$ cat src/rtl/csel_pkg.sv
// Shared sizing for the conditional select adder.
// Assumes the slice width divides the data width and is even, since the
// carry step resolves two bit positions at a time.
package csel_pkg;
    parameter int DATA_W  = 64;
    parameter int SLICE_W = 8;
endpackage

$ cat src/rtl/csel_pg.sv
// Preliminary stage of one slice: bitwise generate and propagate terms.
// Assumes nothing about the incoming carry; purely combinational.
module csel_pg #(
    parameter int N = 8
) (
    input  logic [N-1:0] x,
    input  logic [N-1:0] y,
    output logic [N-1:0] gen,
    output logic [N-1:0] prop
);
    // Form per-bit generate (both ones) and propagate (exactly one).
    always_comb begin
        gen  = x & y;
        prop = x ^ y;
    end
endmodule

$ cat src/rtl/csel_pair_chain.sv
// Carry network that resolves carries two positions per step: from the
// settled carry entering position 2k it computes the carries entering
// 2k+1 and 2k+2 at once. Used inside every slice and as the block-carry
// generator across slices. Assumes N is even.
// Output c[i] is the carry into position i; c[N] is the carry out.
module csel_pair_chain #(
    parameter int N = 8
) (
    input  logic [N-1:0] gen,
    input  logic [N-1:0] prop,
    input  logic         cin,
    output logic [N:0]   c
);
    localparam int PAIRS = N / 2;

    assign c[0] = cin;

    for (genvar k = 0; k < PAIRS; k++) begin : g_pair
        localparam int LO = 2 * k;
        // Resolve the next two carries from the carry entering this pair.
        always_comb begin
            c[LO+1] = gen[LO] | (prop[LO] & c[LO]);
            c[LO+2] = gen[LO+1] | (prop[LO+1] & gen[LO])
                    | (prop[LO+1] & prop[LO] & c[LO]);
        end
    end
endmodule

$ cat src/rtl/csel_slice.sv
// One slice: prepares its result bits for an incoming carry of 0 and of 1,
// and summarises itself for the block-carry network. The carry logic
// (two pair chains) is kept apart from the sum logic (XOR with the
// propagate terms). Assumes N is even.
module csel_slice #(
    parameter int N = 8
) (
    input  logic [N-1:0] x,
    input  logic [N-1:0] y,
    output logic [N-1:0] sum_c0,
    output logic [N-1:0] sum_c1,
    output logic         msb_cin_c0,
    output logic         msb_cin_c1,
    output logic         grp_gen,
    output logic         grp_pass
);
    logic [N-1:0] gen, prop;
    logic [N:0]   car0, car1;

    csel_pg #(.N(N)) u_pg (
        .x(x), .y(y), .gen(gen), .prop(prop)
    );

    csel_pair_chain #(.N(N)) u_chain0 (
        .gen(gen), .prop(prop), .cin(1'b0), .c(car0)
    );

    csel_pair_chain #(.N(N)) u_chain1 (
        .gen(gen), .prop(prop), .cin(1'b1), .c(car1)
    );

    // Sum stage: both candidate results and the top-bit carry-in of each.
    always_comb begin
        sum_c0     = prop ^ car0[N-1:0];
        sum_c1     = prop ^ car1[N-1:0];
        msb_cin_c0 = car0[N-1];
        msb_cin_c1 = car1[N-1];
    end

    // Group summary: generate = carry out with cin 0; pass = carry out
    // with cin 1 (generate or full propagate), enough for the block chain.
    always_comb begin
        grp_gen  = car0[N];
        grp_pass = car1[N];
    end
endmodule

$ cat src/rtl/csel_adder.sv
// Top of the conditional select adder/subtractor. Splits the operands into
// slices, inverts the second operand and forces a carry-in for subtraction,
// resolves block carries with a separate pair chain over slice summaries,
// then selects each slice's prepared result. Purely combinational.
// Assumes DATA_W is a multiple of SLICE_W and the slice count is even.
module csel_adder #(
    parameter int DATA_W  = csel_pkg::DATA_W,
    parameter int SLICE_W = csel_pkg::SLICE_W
) (
    input  logic [DATA_W-1:0] opa,
    input  logic [DATA_W-1:0] opb,
    input  logic              sub_en,
    output logic [DATA_W-1:0] result,
    output logic              carry_out,
    output logic              ovf
);
    localparam int NSL = DATA_W / SLICE_W;

    logic [DATA_W-1:0] opb_eff;
    logic [NSL-1:0]    blk_gen, blk_pass;
    logic [NSL-1:0]    top_cin0, top_cin1;
    logic [NSL:0]      blk_c;
    logic [SLICE_W-1:0] cand0 [NSL];
    logic [SLICE_W-1:0] cand1 [NSL];
    logic              cin_msb;

    // Condition the second operand: inverted when subtracting.
    always_comb opb_eff = opb ^ {DATA_W{sub_en}};

    for (genvar j = 0; j < NSL; j++) begin : g_slice
        csel_slice #(.N(SLICE_W)) u_slice (
            .x          (opa[j*SLICE_W +: SLICE_W]),
            .y          (opb_eff[j*SLICE_W +: SLICE_W]),
            .sum_c0     (cand0[j]),
            .sum_c1     (cand1[j]),
            .msb_cin_c0 (top_cin0[j]),
            .msb_cin_c1 (top_cin1[j]),
            .grp_gen    (blk_gen[j]),
            .grp_pass   (blk_pass[j])
        );

        // Final selection of this slice's result by its block carry.
        always_comb result[j*SLICE_W +: SLICE_W] = blk_c[j] ? cand1[j] : cand0[j];
    end

    // Block-carry generator: same pairwise carry step, across slices.
    csel_pair_chain #(.N(NSL)) u_blk (
        .gen(blk_gen), .prop(blk_pass), .cin(sub_en), .c(blk_c)
    );

    // Carry out and signed overflow from the carries around the top bit.
    always_comb begin
        cin_msb   = blk_c[NSL-1] ? top_cin1[NSL-1] : top_cin0[NSL-1];
        carry_out = blk_c[NSL];
        ovf       = cin_msb ^ blk_c[NSL];
    end
endmodule

$ cat config.mk
export PLATFORM = sky130hd
export DESIGN_NAME = csel_adder
export DESIGN_NICKNAME = d
export VERILOG_FILES = /design/src/rtl/csel_pkg.sv /design/src/rtl/csel_pg.sv /design/src/rtl/csel_pair_chain.sv /design/src/rtl/csel_slice.sv /design/src/rtl/csel_adder.sv
export SDC_FILE = /design/constraint.sdc
export NUM_CORES = 1
export LEC_CHECK = 0
export CORE_MARGIN = 1.5
export CORE_UTILIZATION = 40
export DETAILED_ROUTE_END_ITERATION = 8
export MAX_ROUTING_LAYER = met4
export PLACE_DENSITY_LB_ADDON = 0.2
export SYNTH_ARGS = -nofsm -noshare
export SYNTH_HDL_FRONTEND = slang
export SYNTH_HIERARCHICAL = 1
export SYNTH_SLANG_ARGS = --single-unit
$ cat constraint.sdc
create_clock -name vclk -period 7.65
set_input_delay 1.1475 -clock vclk [all_inputs]
set_output_delay 1.1475 -clock vclk [all_outputs]
set_load 0.01 [all_outputs]
# Word-level counts from Yosys, hierarchy flattened
# Index checks and enable logic that the tools add are counted.
# totals
reg_bits	0
inputBits	129
output_inout_bits	66
wordCells	375
# op_classes
n_mux	9
bitwise	366
# op_table
cell	n
$xor 8x8->8	24
$and 1x1->1	176
$or 1x1->1	156
$and 8x8->8	8
$mux 8	8
$xor 64x64->64	1
$mux 1	1
$xor 1x1->1	1

# Logic depth before layout (Yosys ltp)
# depth
ltp_word	22
depth_mapped	15
depth_no_buf	12

# By module
# The synthesis kept the hierarchy.
# by_module_without_submodules
mod	n_inst	cells_per_inst	area_each_um2	seq_area_each_um2
csel_pair_chain	17	15	120.1	0.0
csel_adder	1	145	1447.6	0.0
csel_slice	8	18	147.6	0.0
csel_pg	8	8	100.1	0.0

# Worst setup path after synthesis
# No wires, ideal clock.
# synth_path
path_type	in2out
start	in sub_en
end	out ovf
arrival_time_ps	4034
required_ps	6503
slack_ps	2469
cell_stages	15
n_path_buf	3
path_cell_list	buf_6 buf_8 xor2_1 ha_1 o21ai_1 o31ai_2 a31o_1 a31o_1 a211oi_2 o31ai_2 a31o_1 a21o_2 buf_6 mux2i_1 xnor2_1
# synth_between
elab_cells_between_ends	245
classes_between	mux: 1; bitwise: 244
# synth_lines
item	line	rtl
start, declared	csel_adder.sv:12	input logic sub_en,
$xor 64x64->64	csel_adder.sv:28	always_comb opb_eff = opb ^ {DATA_W{sub_en}};
net opb_eff[9]	csel_adder.sv:19	logic [DATA_W-1:0] opb_eff;
$xor 8x8->8	csel_pg.sv:14	prop = x ^ y;
net g_slice[1].u_slice.prop[1]	csel_slice.sv:17	logic [N-1:0] gen, prop;
$and 1x1->1	csel_pair_chain.sv:23	c[LO+2] = gen[LO+1] | (prop[LO+1] & gen[LO])
$or 1x1->1	csel_pair_chain.sv:23	
$and 1x1->1	csel_pair_chain.sv:24	| (prop[LO+1] & prop[LO] & c[LO]);
$or 1x1->1	csel_pair_chain.sv:24	
net g_slice[1].u_slice.car0[4]	csel_slice.sv:18	logic [N:0] car0, car1;
[... 2 more ...]	--	
net g_slice[1].u_slice.car0[6]	csel_slice.sv:18	
[... 2 more ...]	--	
net blk_gen[1]	csel_adder.sv:20	logic [NSL-1:0] blk_gen, blk_pass;
[... 4 more ...]	--	
net blk_c[4]	csel_adder.sv:22	logic [NSL:0] blk_c;
$and 1x1->1	csel_pair_chain.sv:24	
$or 1x1->1	csel_pair_chain.sv:24	
net blk_c[6]	csel_adder.sv:22	
$and 1x1->1	csel_pair_chain.sv:22	c[LO+1] = gen[LO] | (prop[LO] & c[LO]);
$or 1x1->1	csel_pair_chain.sv:22	
net blk_c[7]	csel_adder.sv:22	
$mux 1	csel_adder.sv:53	cin_msb = blk_c[NSL-1] ? top_cin1[NSL-1] : top_cin0[NSL-1];
$xor 1x1->1	csel_adder.sv:55	ovf = cin_msb ^ blk_c[NSL];
end, declared	csel_adder.sv:15	output logic ovf
# The timed path passes the listed nets, and every way through them passes these cells.

# Worst setup path after layout
# layout_path
start	in sub_en
end	out ovf
# layout_between
elab_cells_between_ends	245
classes_between	mux: 1; bitwise: 244
# layout_lines
item	line
$xor 64x64->64 *	csel_adder.sv:28
net opb_eff[29]	csel_adder.sv:19
$xor 8x8->8 *	csel_pg.sv:14
net g_slice[3].u_slice.prop[5]	csel_slice.sv:17
$and 1x1->1, on equally long branches	csel_pair_chain.sv:23, csel_pair_chain.sv:24
$or 1x1->1 or $and 1x1->1 (tied branches)	csel_pair_chain.sv:23, csel_pair_chain.sv:24
$or 1x1->1 *	csel_pair_chain.sv:24
net g_slice[3].u_slice.car1[6]	csel_slice.sv:18
[... 2 more ...]	--
net blk_pass[3]	csel_adder.sv:20
[... 3 more ...]	--
net blk_c[4]	csel_adder.sv:22
$and 1x1->1 *	csel_pair_chain.sv:24
$or 1x1->1 *	csel_pair_chain.sv:24
net blk_c[6]	csel_adder.sv:22
$and 1x1->1 *	csel_pair_chain.sv:22
$or 1x1->1 *	csel_pair_chain.sv:22
net blk_c[7]	csel_adder.sv:22
$mux 1 *	csel_adder.sv:53
$xor 1x1->1 *	csel_adder.sv:55
# The timed path passes the listed nets; every way through them passes the cells marked *.

==> flow_metrics.tcl <==
set metrics [dict create \
    antenna_cells 0 \
    period_needed_ns 6.740 \
    gr-usage-all-layers 0.1809 \
    fin_cells 981 \
    status "complete, no violations" \
    place_hpwl_um 11440 \
    yosysTopAreaCell "xor2_1" \
    hold_violations 0 \
    place_inst 981 \
    cp-end-kind "output pin" \
    cts_resized 0 \
    hold_ws_ns 3.427 \
    die_area_um2 14390 \
    setup_viol 0 \
    grt.overflow.total 0 \
    nNetsFinal 1000 \
    tightestPinTransition_ns 0.7807 \
    first_iter_violations 141 \
    dpl_worst_slack_ns 0.8750 \
    die_w_um 120.0 \
    first_global_vias 4888 \
    antenna_left 0 \
    max-slew-margin-rel 0.4785 \
    cp-endpoint "ovf" \
    ys_seq_area_frac 0 \
    port_buffers 195 \
    seq_cells 0 \
    vias 4927 \
    netlist_area_um2 5471 \
    slew_violations 0 \
    coreArea_um2 13300 \
    crit_arrival_ns 5.59 \
    fill_cells 1193 \
    layout-drive-gt1-share 0.1888 \
    rsz0062_at_grt "false" \
    post-route-period-util 0.8810 \
    vias_per_cell 5.022 \
    worstSetupPathType "in -> out" \
    rows 42 \
    routabilityCongestion 0.8421 \
    pin_count 195 \
    dr.pass1.iters 4 \
    power_uw 1250 \
    holdBufCountCts 0 \
    synthCells 608 \
    drt_wl_total_um 13560 \
    maxCapViolations 0 \
    crit_required_ns 6.50 \
    grt_start_max_net_pins 43 \
    antenna_found_initial 0 \
    drc 0 \
    startpoint_type "input pin" \
    yosysWarnings 6 \
    fin_ws_ns 0.9101 \
    register_area_um2 0 \
    hold_class "in -> out" \
    p_per_area_nw_per_um2 166.6 \
    setup_tns_ns 0 \
    wl_per_cell_um 13.82 \
    syn_to_final_growth_pct 37.09 \
    synth.distinct_cells 19 \
    cp-startpoint "sub_en" \
    multi_input_area_um2 5253 \
    n_clock_buffer 0 \
    cts_setup_buffers 0 \
    start_util 0.4115 \
    max_freq_ghz 0.1484 \
    synth_top_area_frac 0.3073 \
    leakagePower_uw 0.003626 \
    ys_top_cells_by_area "xor2_1 (31%), ha_1 (15%), mux2_2 (13%)" \
    syn_area_per_cell_um2 8.999 \
    chipHeight_um 120.0 \
    vdd_ir_drop_max_mv 0.09206 \
    cp_max_fo 42 \
    grt_pass1_wl_um 21890 \
]
[per-layer routing]
layer | vias up | global-route usage | part of all wire
met5 | - | - | 0
li1 | 2543 | - | -
met4 | 0 | 0.009673 | 0.0063
met2 | 107 | 0.3496 | 0.51
met3 | 6 | 0.01188 | 0.041
met1 | 2271 | 0.2133 | 0.44
[through the flow]
stage / area [um^2] / util
global route: 7501 / 0.5642
global placement: 7501 / 0.5642
detailed placement: 7501 / 0.5642
CTS: 7501 / 0.5642
floorplan: 5592 / -
finish: 7501 / 0.5642
[logic make-up (layout without fill, tap and decap cells)]
logic type / count (synthesis) / in the layout / share of synthesized area
fa+ha+maj: 64 / 64 / 0.1464
other cells: 16 / 48 / 0.01098
compound gates: 221 / 221 / 0.3382
xor+xnor: 193 / 193 / 0.3089
mux: 65 / 65 / 0.1335
buf+inv: 49 / 214 / 0.06197
[critical path, cell delays in order]
cell	delay (ns)
buf_4	0.51
buf_4	0.59
xor2_1	0.16
ha_1	0.45
a21o_1	0.15
a31o_1	0.15
a31o_1	0.18
inv_1	0.05
o31ai_2	0.23
buf_4	0.22
a31o_1	0.45
a21o_2	0.34
mux2i_1	0.24
xnor2_1	0.14
clkdlybuf4s50_1	0.55
[final cells by class]
cell class / instances / area share
inverters: 17 / 0.008507
well taps: 176 / 0.02936
repair buffers: 197 / 0.2619
multi-input cells: 591 / 0.7003
[worst min path at each step]
stage	start	to	slack, ns	cells past startpoint
2_1_floorplan	sub_en	result[0]	2.73	3
3_3_place_gp	sub_en	result[4]	3.45	3
3_5_place_dp	sub_en	result[5]	3.45	3
4_1_cts	sub_en	result[4]	3.45	3
5_1_grt	sub_en	result[5]	3.48	3
6_report	sub_en	result[4]	3.43	3
[synth_stat cells]
cell type and n:
xnor2_1 1, o21bai_1 17, mux2_2 64, buf_6 2, conb_1 16, a211oi_2 17, mux2i_1 1, a31o_1 34
buf_8 6, o31ai_2 17, a21oi_1 17, inv_1 17, buf_2 7, ha_1 64, buf_4 17, a21o_2 51
o21ai_1 17, a21o_1 51, xor2_1 192
[power by group]
| group | leakage (uW) | internal [uW] | total (uW) | switching [uW] |
|---|---|---|---|---|
| Combinational | 0.00363 | 700 | 1250 | 550 |
| Sequential | 0 | 0 | 0 | 0 |
| Clock | 0 | 0 | 0 | 0 |
| Total | 0.00363 | 700 | 1250 | 550 |
[cells in the final DEF, fill, tap and decap left out]
master,n
xor2_1,192
o31ai_2,17
clkdlybuf4s50_1,194
a21o_1,51
mux2_2,64
a31o_1,34
xnor2_1,1
a21oi_1,17
a21o_2,51
ha_1,64
o21ai_1,17
buf_4,3
inv_1,17
mux2i_1,1
a211oi_2,17
conb_1,48
o21bai_1,17
Power figures use the tool's default switching activity.
